--- src/rtl/xirq_pkg.sv ---
package xirq_pkg;

    localparam int N_IRQ_DEF    = 6;
    localparam int PRIO_W_DEF   = 3;
    localparam int VEC_W        = 8;
    localparam int NMI_VEC      = 7;
    localparam int IRQ_VEC_BASE = 16;
    localparam int ADDR_W       = 3;

    localparam logic [ADDR_W-1:0] ADR_SENSE  = 3'd0;
    localparam logic [ADDR_W-1:0] ADR_ENABLE = 3'd1;
    localparam logic [ADDR_W-1:0] ADR_STATUS = 3'd2;
    localparam logic [ADDR_W-1:0] ADR_LEVEL  = 3'd3;
    localparam logic [ADDR_W-1:0] ADR_CONFIG = 3'd4;

    typedef enum logic [1:0] {
        TRIG_LOW  = 2'b00,
        TRIG_FALL = 2'b01,
        TRIG_RISE = 2'b10,
        TRIG_BOTH = 2'b11
    } trig_e;

    // Decide whether a synchronized pin sample meets its trigger condition.
    function automatic logic trig_hit(input logic [1:0] mode, input logic cur, input logic prv);
        logic hit;
        case (trig_e'(mode))
            TRIG_LOW:  hit = ~cur;
            TRIG_FALL: hit = prv & ~cur;
            TRIG_RISE: hit = ~prv & cur;
            default:   hit = prv ^ cur;
        endcase
        return hit;
    endfunction

endpackage

--- src/rtl/xirq_sync.sv ---
module xirq_sync #(
    parameter int   W       = 1,
    parameter logic RST_VAL = 1'b1
) (
    input  logic         clk,
    input  logic         rst,
    input  logic [W-1:0] async_in,
    output logic [W-1:0] sync_out
);
    logic [W-1:0] meta_q;
    logic [W-1:0] sync_q;

    always_ff @(posedge clk) begin
        if (rst) begin
            meta_q <= {W{RST_VAL}};
            sync_q <= {W{RST_VAL}};
        end else begin
            meta_q <= async_in;
            sync_q <= meta_q;
        end
    end

    assign sync_out = sync_q;
endmodule

--- src/rtl/xirq_detect.sv ---
module xirq_detect
    import xirq_pkg::*;
#(
    parameter int N = N_IRQ_DEF
) (
    input  logic             clk,
    input  logic             rst,
    input  logic [N-1:0]     pin_s,
    input  logic [N-1:0][1:0] trig,
    input  logic [N-1:0]     clr,
    output logic [N-1:0]     flag,
    output logic [N-1:0]     set_ev
);
    logic [N-1:0] prev_q;
    logic [N-1:0] flag_q;

    always_ff @(posedge clk) begin
        if (rst) prev_q <= '1;
        else     prev_q <= pin_s;
    end

    for (genvar n = 0; n < N; n++) begin : g_pin
        assign set_ev[n] = trig_hit(trig[n], pin_s[n], prev_q[n]);

        // A detection event overrides a clear on the same edge.
        always_ff @(posedge clk) begin
            if (rst) flag_q[n] <= 1'b0;
            else     flag_q[n] <= set_ev[n] | (flag_q[n] & ~clr[n]);
        end
    end

    assign flag = flag_q;
endmodule

--- src/rtl/xirq_arbiter.sv ---
module xirq_arbiter
    import xirq_pkg::*;
#(
    parameter int N      = N_IRQ_DEF,
    parameter int PRIO_W = PRIO_W_DEF
) (
    input  logic [N-1:0]             active,
    input  logic [N-1:0][PRIO_W-1:0] level,
    output logic                     hit,
    output logic [VEC_W-1:0]         vec
);
    localparam int IDX_W = (N > 1) ? $clog2(N) : 1;

    logic [IDX_W-1:0]  win_idx;
    logic [PRIO_W-1:0] win_lvl;

    // Walk upward; strict compare keeps the lower index on a tie.
    always_comb begin
        hit     = 1'b0;
        win_idx = '0;
        win_lvl = '0;
        for (int i = 0; i < N; i++) begin
            if (active[i] && (!hit || level[i] > win_lvl)) begin
                hit     = 1'b1;
                win_idx = IDX_W'(i);
                win_lvl = level[i];
            end
        end
    end

    assign vec = hit ? VEC_W'(IRQ_VEC_BASE + int'(win_idx)) : '0;
endmodule

--- src/rtl/xirq_ctrl.sv ---
module xirq_ctrl
    import xirq_pkg::*;
#(
    parameter  int N_IRQ  = N_IRQ_DEF,
    parameter  int PRIO_W = PRIO_W_DEF,
    localparam int DW     = N_IRQ * PRIO_W
) (
    input  logic              clk,
    input  logic              rst,
    input  logic              nmi_pin,
    input  logic [N_IRQ-1:0]  irq_pin,
    input  logic              bus_wr,
    input  logic [ADDR_W-1:0] bus_addr,
    input  logic [DW-1:0]     bus_wdata,
    output logic [DW-1:0]     bus_rdata,
    input  logic              int_ack,
    output logic              int_req,
    output logic [VEC_W-1:0]  int_vec
);
    logic [N_IRQ-1:0][1:0]        trig_q;
    logic [N_IRQ-1:0]             enable_q;
    logic [N_IRQ-1:0][PRIO_W-1:0] level_q;
    logic                         nmi_rise_sel_q;

    logic [N_IRQ:0]   pins_s;
    logic [N_IRQ-1:0] irq_s;
    logic             nmi_s;
    logic             nmi_prev_q;
    logic             nmi_ev;
    logic             nmi_pend;

    logic [N_IRQ-1:0] status;
    logic [N_IRQ-1:0] set_ev;
    logic [N_IRQ-1:0] clr_mask;

    logic             arb_hit;
    logic [VEC_W-1:0] arb_vec;

    xirq_sync #(.W(N_IRQ + 1), .RST_VAL(1'b1)) u_sync (
        .clk      (clk),
        .rst      (rst),
        .async_in ({nmi_pin, irq_pin}),
        .sync_out (pins_s)
    );
    assign irq_s = pins_s[N_IRQ-1:0];
    assign nmi_s = pins_s[N_IRQ];

    // Register writes
    always_ff @(posedge clk) begin
        if (rst) begin
            trig_q         <= '0;
            enable_q       <= '0;
            level_q        <= '0;
            nmi_rise_sel_q <= 1'b0;
        end else if (bus_wr) begin
            case (bus_addr)
                ADR_SENSE:  trig_q         <= bus_wdata[2*N_IRQ-1:0];
                ADR_ENABLE: enable_q       <= bus_wdata[N_IRQ-1:0];
                ADR_LEVEL:  level_q        <= bus_wdata;
                ADR_CONFIG: nmi_rise_sel_q <= bus_wdata[0];
                default: ;
            endcase
        end
    end

    assign clr_mask = (bus_wr && bus_addr == ADR_STATUS) ? ~bus_wdata[N_IRQ-1:0] : '0;

    always_comb begin
        bus_rdata = '0;
        case (bus_addr)
            ADR_SENSE:  bus_rdata[2*N_IRQ-1:0] = trig_q;
            ADR_ENABLE: bus_rdata[N_IRQ-1:0]   = enable_q;
            ADR_STATUS: bus_rdata[N_IRQ-1:0]   = status;
            ADR_LEVEL:  bus_rdata              = level_q;
            ADR_CONFIG: bus_rdata[0]           = nmi_rise_sel_q;
            default:    bus_rdata              = '0;
        endcase
    end

    xirq_detect #(.N(N_IRQ)) u_detect (
        .clk    (clk),
        .rst    (rst),
        .pin_s  (irq_s),
        .trig   (trig_q),
        .clr    (clr_mask),
        .flag   (status),
        .set_ev (set_ev)
    );

    // Non-maskable pin: selected edge only, cleared by acknowledge.
    assign nmi_ev = trig_hit(nmi_rise_sel_q ? TRIG_RISE : TRIG_FALL, nmi_s, nmi_prev_q);

    always_ff @(posedge clk) begin
        if (rst) begin
            nmi_prev_q <= 1'b1;
            nmi_pend   <= 1'b0;
        end else begin
            nmi_prev_q <= nmi_s;
            nmi_pend   <= nmi_ev | (nmi_pend & ~int_ack);
        end
    end

    xirq_arbiter #(.N(N_IRQ), .PRIO_W(PRIO_W)) u_arb (
        .active (status & enable_q),
        .level  (level_q),
        .hit    (arb_hit),
        .vec    (arb_vec)
    );

    assign int_req = nmi_pend | arb_hit;
    assign int_vec = nmi_pend ? VEC_W'(NMI_VEC) : arb_vec;
endmodule

--- config.mk ---
export PLATFORM = sky130hd
export DESIGN_NAME = xirq_ctrl
export DESIGN_NICKNAME = d
export VERILOG_FILES = /design/src/rtl/xirq_pkg.sv /design/src/rtl/xirq_sync.sv /design/src/rtl/xirq_detect.sv /design/src/rtl/xirq_arbiter.sv /design/src/rtl/xirq_ctrl.sv
export SDC_FILE = /design/constraint.sdc
export NUM_CORES = 1
export LEC_CHECK = 0
export BUFFER_PORTS_ARGS = -buffer_cell sky130_fd_sc_hd__buf_2
export CORE_MARGIN = 10
export CORE_UTILIZATION = 45
export CTS_BUF_LIST = sky130_fd_sc_hd__clkbuf_4 sky130_fd_sc_hd__clkbuf_8
export DETAILED_ROUTE_END_ITERATION = 10
export PLACE_DENSITY = 0.68
export SLEW_MARGIN = 10
export SYNTH_ARGS = -nofsm -noshare
export SYNTH_HDL_FRONTEND = slang
export SYNTH_HIERARCHICAL = 1
export SYNTH_SLANG_ARGS = --single-unit
--- constraint.sdc ---
create_clock -name clk -period 6.6 [get_ports clk]
set_input_delay 0.33 -clock clk [delete_from_list [all_inputs] [get_ports clk]]
set_output_delay 0.33 -clock clk [all_outputs]
set_load 0.005 [all_outputs]
# Word-level counts from Yosys, hierarchy flattened
# Cells that the tools add are included.
dict set report totals {
  elab_cells 167
  out_inout_bits 27
  regBits 65
}
dict set report op_classes {
  n_lt_le_gt_ge 5
  bitwise_logic 59
  n_reduce_logical 28
  n_eq_ne 18
  addsub 1
  mux 31
}
# op count
set ops {}
lappend ops {{1-bit bitwise AND} 21}
lappend ops {{3-bit 2-to-1 mux} 7}
lappend ops {{1-bit NOT} 21}
lappend ops {{1-bit one-hot mux with 3 select lines} 7}
lappend ops {{5-bit one-hot mux with 4 select lines} 1}
lappend ops {{8-bit 2-to-1 mux} 2}
lappend ops {{3-bit > comparator} 5}
lappend ops {{2-bit by 1-bit == test with 1-bit output (second input constant)} 7}
lappend ops {{2-bit == test (second input constant)} 7}
lappend ops {{2-bit logical NOT} 7}
lappend ops {{6-bit 2-to-1 mux} 2}
lappend ops {{6-bit one-hot mux with 2 select lines} 1}
lappend ops {{1-bit bitwise OR} 8}
lappend ops {{2-bit AND reduction} 4}
lappend ops {{1-bit 2-to-1 mux} 7}
lappend ops {{1-bit XOR} 7}
lappend ops {{5-bit by 3-bit adder with 6-bit output (first input constant)} 1}
lappend ops {{6-bit bitwise AND} 1}
lappend ops {{3-bit by 2-bit == test with 1-bit output (second input constant)} 2}
lappend ops {{1-bit logical AND} 6}
lappend ops {{2-bit 2-to-1 mux} 3}
lappend ops {{6-bit NOT} 1}
lappend ops {{1-bit logical NOT} 5}
lappend ops {{1-bit logical OR} 5}
lappend ops {{4 further kinds} 4}

# Depth between registers and ports, before layout
dict set report logic_depth {
  depth_word 25
  depth_mapped 33
}

# Modules after synthesis
# The synthesis kept the hierarchy.
# mod seq_area_each_um2 cells_each n_inst area_each_um2
set modules_own_cells {}
lappend modules_own_cells {xirq_ctrl 780.7 231 1 1893.1}
lappend modules_own_cells {xirq_detect 240.2 92 1 788.3}
lappend modules_own_cells {xirq_arbiter 0.0 102 1 780.7}
lappend modules_own_cells {xirq_sync 280.3 29 1 379.1}

# Worst setup path after synthesis
# Ideal clock, no wire load.
dict set report synth_timing {
  path_type {flip-flop to output port}
  startpoint {register enable_q[0]}
  endpoint {output port int_vec[0]}
  arrival_time_ps 6089
  setup_slack_ps 181
  path_stages_with_launch 34
  path_cell_list {dfxtp_1 > and2_1 > buf_2 > nand2_1 > ha_1 > and3_1 > a211o_1 > and2_4 > a2bb2oi_1 > ha_1 > nor2b_1 > o311a_1 > o21ai_4 > o221ai_1 > o21ai_0 > ha_1 > a21oi_1 > a32oi_1 > o21ai_2 > o21a_1 > a22oi_1 > ha_1 > nand3b_1 > a32oi_1 > o21a_1 > o31ai_1 > a31oi_1 > ha_1 > nor2b_1 > o21ai_0 > a32oi_1 > o21ai_1 > o31ai_1 > or2_2}
}
dict set report synth_via {
  elab_chain_cells 25
}
# item line_no
set synth_rtl {}
lappend synth_rtl {{start: declaration} xirq_ctrl.sv:21} ;# logic [N_IRQ-1:0] enable_q;
lappend synth_rtl {{start signal: assignment} xirq_ctrl.sv:58} ;# ADR_ENABLE: enable_q <= bus_wdata[N_IRQ-1:0];
lappend synth_rtl {{6-bit bitwise AND *} xirq_ctrl.sv:104} ;# .active (status & enable_q),
lappend synth_rtl {{3-bit 2-to-1 mux or 1-bit 2-to-1 mux (tied branches)} xirq_arbiter.sv:23} ;# if (active[i] && (!hit || level[i] > win_lvl)) begin
lappend synth_rtl {{3-bit > comparator or 1-bit logical NOT (tied branches)} xirq_arbiter.sv:23}
lappend synth_rtl {{1-bit logical OR} xirq_arbiter.sv:23}
lappend synth_rtl {{1-bit logical AND} xirq_arbiter.sv:23}
lappend synth_rtl {{3-bit 2-to-1 mux or 1-bit 2-to-1 mux (tied branches)} xirq_arbiter.sv:23}
lappend synth_rtl {{3-bit > comparator or 1-bit logical NOT (tied branches)} xirq_arbiter.sv:23}
lappend synth_rtl {{1-bit logical OR} xirq_arbiter.sv:23}
lappend synth_rtl {{(+10 left out)} -}
lappend synth_rtl {{3-bit > comparator or 1-bit logical NOT (tied branches)} xirq_arbiter.sv:23}
lappend synth_rtl {{1-bit logical OR} xirq_arbiter.sv:23}
lappend synth_rtl {{1-bit logical AND} xirq_arbiter.sv:23}
lappend synth_rtl {{3-bit 2-to-1 mux} xirq_arbiter.sv:23}
lappend synth_rtl {{5-bit by 3-bit adder with 6-bit output} xirq_arbiter.sv:31} ;# assign vec = hit ? VEC_W'(IRQ_VEC_BASE + int'(win_idx)) : '0;
lappend synth_rtl {{8-bit 2-to-1 mux *} xirq_arbiter.sv:31}
lappend synth_rtl {{net arb_vec[0]} xirq_ctrl.sv:37} ;# logic [VEC_W-1:0] arb_vec;
lappend synth_rtl {{8-bit 2-to-1 mux *} xirq_ctrl.sv:111} ;# assign int_vec = nmi_pend ? VEC_W'(NMI_VEC) : arb_vec;
lappend synth_rtl {{end: declaration} xirq_ctrl.sv:18} ;# output logic [VEC_W-1:0] int_vec
# The timed path passes the listed nets; every way through them passes the cells marked *.

# Worst setup path in the final report
dict set report layout_timing {
  startpoint {register enable_q[0]}
  endpoint {output port int_vec[1]}
}
# The elaborated chain is that of the path after synthesis.

==> impl_metrics.yaml <==
setup_path:
  cp.required_ns: 6.27
  cp_slowest_cell: "ha_1"
  reg2regPathDepth: 5
  end_kind: "output port"
  crit_arrival_ns: 6.47
  cp-start-kind: "flop"
  worst-path-max-fanout: 4
  cp_slowest_stage_delay_ns: 0.35
  cp_common_cell: "ha_1"
  path_class: "flop to output port"
clock_tree:
  clk_latency_ns: 0.34
  hold_buffers: 0
  cts_root_buf: "clkbuf_8"
  cts_made_buffers: 9
  cts_tree: "built"
  cts_max_level: 3
  cts_buffer_depth: 2
  path_clk_slew_ns: 0.06
  cts_sinks: 65
drt:
  wl_met1_mm: 4.62
  wl_per_cell_um: 16.8
  wl_mm: 10.4
  drt_iter0_markers: 322
  route.detailed.drc: 0
  highest_layer: "met4"
  wl_met2_mm: 4.92
  drt_pass1_iterations: 4
  route.met3.wl_um: 657
  postRouteAntennaNets: 0
  vias: 3350
  drt-vias-per-instance: 5.41
synth:
  syn-cell-area_sq_mm: 0.00378
  avgSynthCellArea_sq_um: 8.51
  netlist_instances: 444
  ys.warnings.count: 6
floorplanning:
  dieWidth_um: 112
  io_pins: 59
  start_util: 0.462
  die_h_um: 112
  num_rows: 33
  core_sq_mm: 0.00818
  dieArea_sq_mm: 0.0125
global_route:
  grt_pass1_vias: 3262
  grt.overflow.total: 0
  gr-usage-all-layers: 0.158
  grt_max_degree: 66
  grt_pass1_wl_mm: 16.4
  antenna_found_initial: 0
sta:
  rsz0062_at_grt: "true"
  clock_skew_ns: 0.0111
  slew_viol_final: 0
  min_period_over_period: 1.03
  hold_ws_ns: 0.162
  tightest_slew_ns: 1.08
  max_freq_mhz: 147
  fin_ws_ns: -0.202
  setup_viol: 3
  finalCriticalPeriod_ns: 6.80
  relSlewSlack: 0.278
  hold_violations: 0
layout:
  diodes: 0
  fillerInstances: 788
  finalInstanceArea_sq_mm: 0.00461
  drive_above_1_share: 0.282
  regArea_sq_mm: 0.00130
  nets: 568
  multiInputGateArea_sq_mm: 0.00242
  syn_to_final_growth_pct: 22.1
hold_path:
  whs_path_depth: 2
  hold_path.class: "primary input to flop"
placement:
  gp_congestion: 0.862
  dp_hpwl_mm: 7.40
  port_buffers: 54
  post-place-ws_ns: -0.0769
  placed_area_sq_mm: 0.00412
power_and_ir_drop:
  p_leak_nw: 1.98
  powerDensity_mw_per_mm2: 187
  ir_drop_uv: 194
run_status:
  status: "finished with violations"
  violations: "setup timing"
job:
  cap_violations: 0
[report_power, final]
group          switching, mW  internal (mW)  total [mW]
combinational         0.0475         0.0394      0.0869
sequential            0.0109          0.405       0.416
clock                  0.145          0.213       0.359
[layout make-up]
class,count,area share
multi-input cells,333,0.524
flip-flops and latches,65,0.283
repair buffers,75,0.0976
clock buffers,14,0.0391
well taps,105,0.0285
inverters,25,0.0203
clock inverters,2,0.00759
[worst max-delay path: cells and delay by family, from the launching register on]
kind / cells / cell delay [ns]
and+or+nand+nor: 10 / 1.71
adders and majority gates: 5 / 1.31
buffers and inverters: 3 / 0.41
DFF: 1 / 0.32
AOI/OAI and AO/OA: 17 / 2.34
[path summary, 6_finish.rpt]
kind                           start                  to  slack, ns
hold / removal            irq_pin[2]    u_sync/meta_q[2]       0.16
hold reg to reg     u_sync/meta_q[6]  u_sync/sync_out[6]       0.40
setup / recovery         enable_q[0]          int_vec[1]      -0.20
setup reg to reg  u_sync/sync_out[2]    u_detect/flag[2]       5.11
[what timing repair did]
| item | in CTS | in global routing |
|---|---|---|
| endpoints found under the hold margin | 0 | 0 |
| pin swaps | 27 | 23 |
| setup endpoints to repair | 3 | 3 |
| setup buffers | 9 | 2 |
| gates resized for setup | 28 | 13 |
[stage by stage]
| step | TNS (ns) | total power [mW] | utilization | std cells |
|---|---|---|---|---|
| floorplan | 0 | 0.474 | - | 447 |
| global placement | 0 | 0.500 | 0.504 | 592 |
| detailed placement | -0.185 | 0.502 | 0.504 | 592 |
| CTS | -0.582 | 0.866 | 0.556 | 617 |
| global route | -1.46 | 0.895 | 0.564 | 619 |
| finish | -0.480 | 0.862 | 0.564 | 619 |
[cell usage in the layout, fill, tap and decap left out, types with 5 or more instances in the layout]
master,count
mux4_2,6
mux2i_1,7
clkbuf_8,12
nand3b_1,6
nor2b_1,16
nand2_1,72
a22oi_1,8
and2_1,11
a2111oi_0,5
buf_2,51
ha_1,23
buf_4,20
and3_1,7
o21ai_0,5
o31ai_1,5
or2_1,19
a211oi_1,5
nor2_1,27
inv_1,23
a21oi_1,33
dfxtp_1,63
[sequential cells by signal (all words and copies together), names as in the netlist]
name             count
nmi_rise_sel_q       1
u_detect/flag        6
u_detect/prev_q      6
trig_q              12
level_q             18
enable_q             6
nmi_pend             1
nmi_prev_q           1
u_sync/sync_out      7
u_sync/meta_q        7
[layer usage]
layer / vias up / GRT usage
met3: 14 / 0.0295
met4: 0 / 0.0557
met1: 1582 / 0.200
met2: 93 / 0.260
li1: 1661 / -
met5: - / 0
No activity file was read; power rests on OpenSTA's default activity.
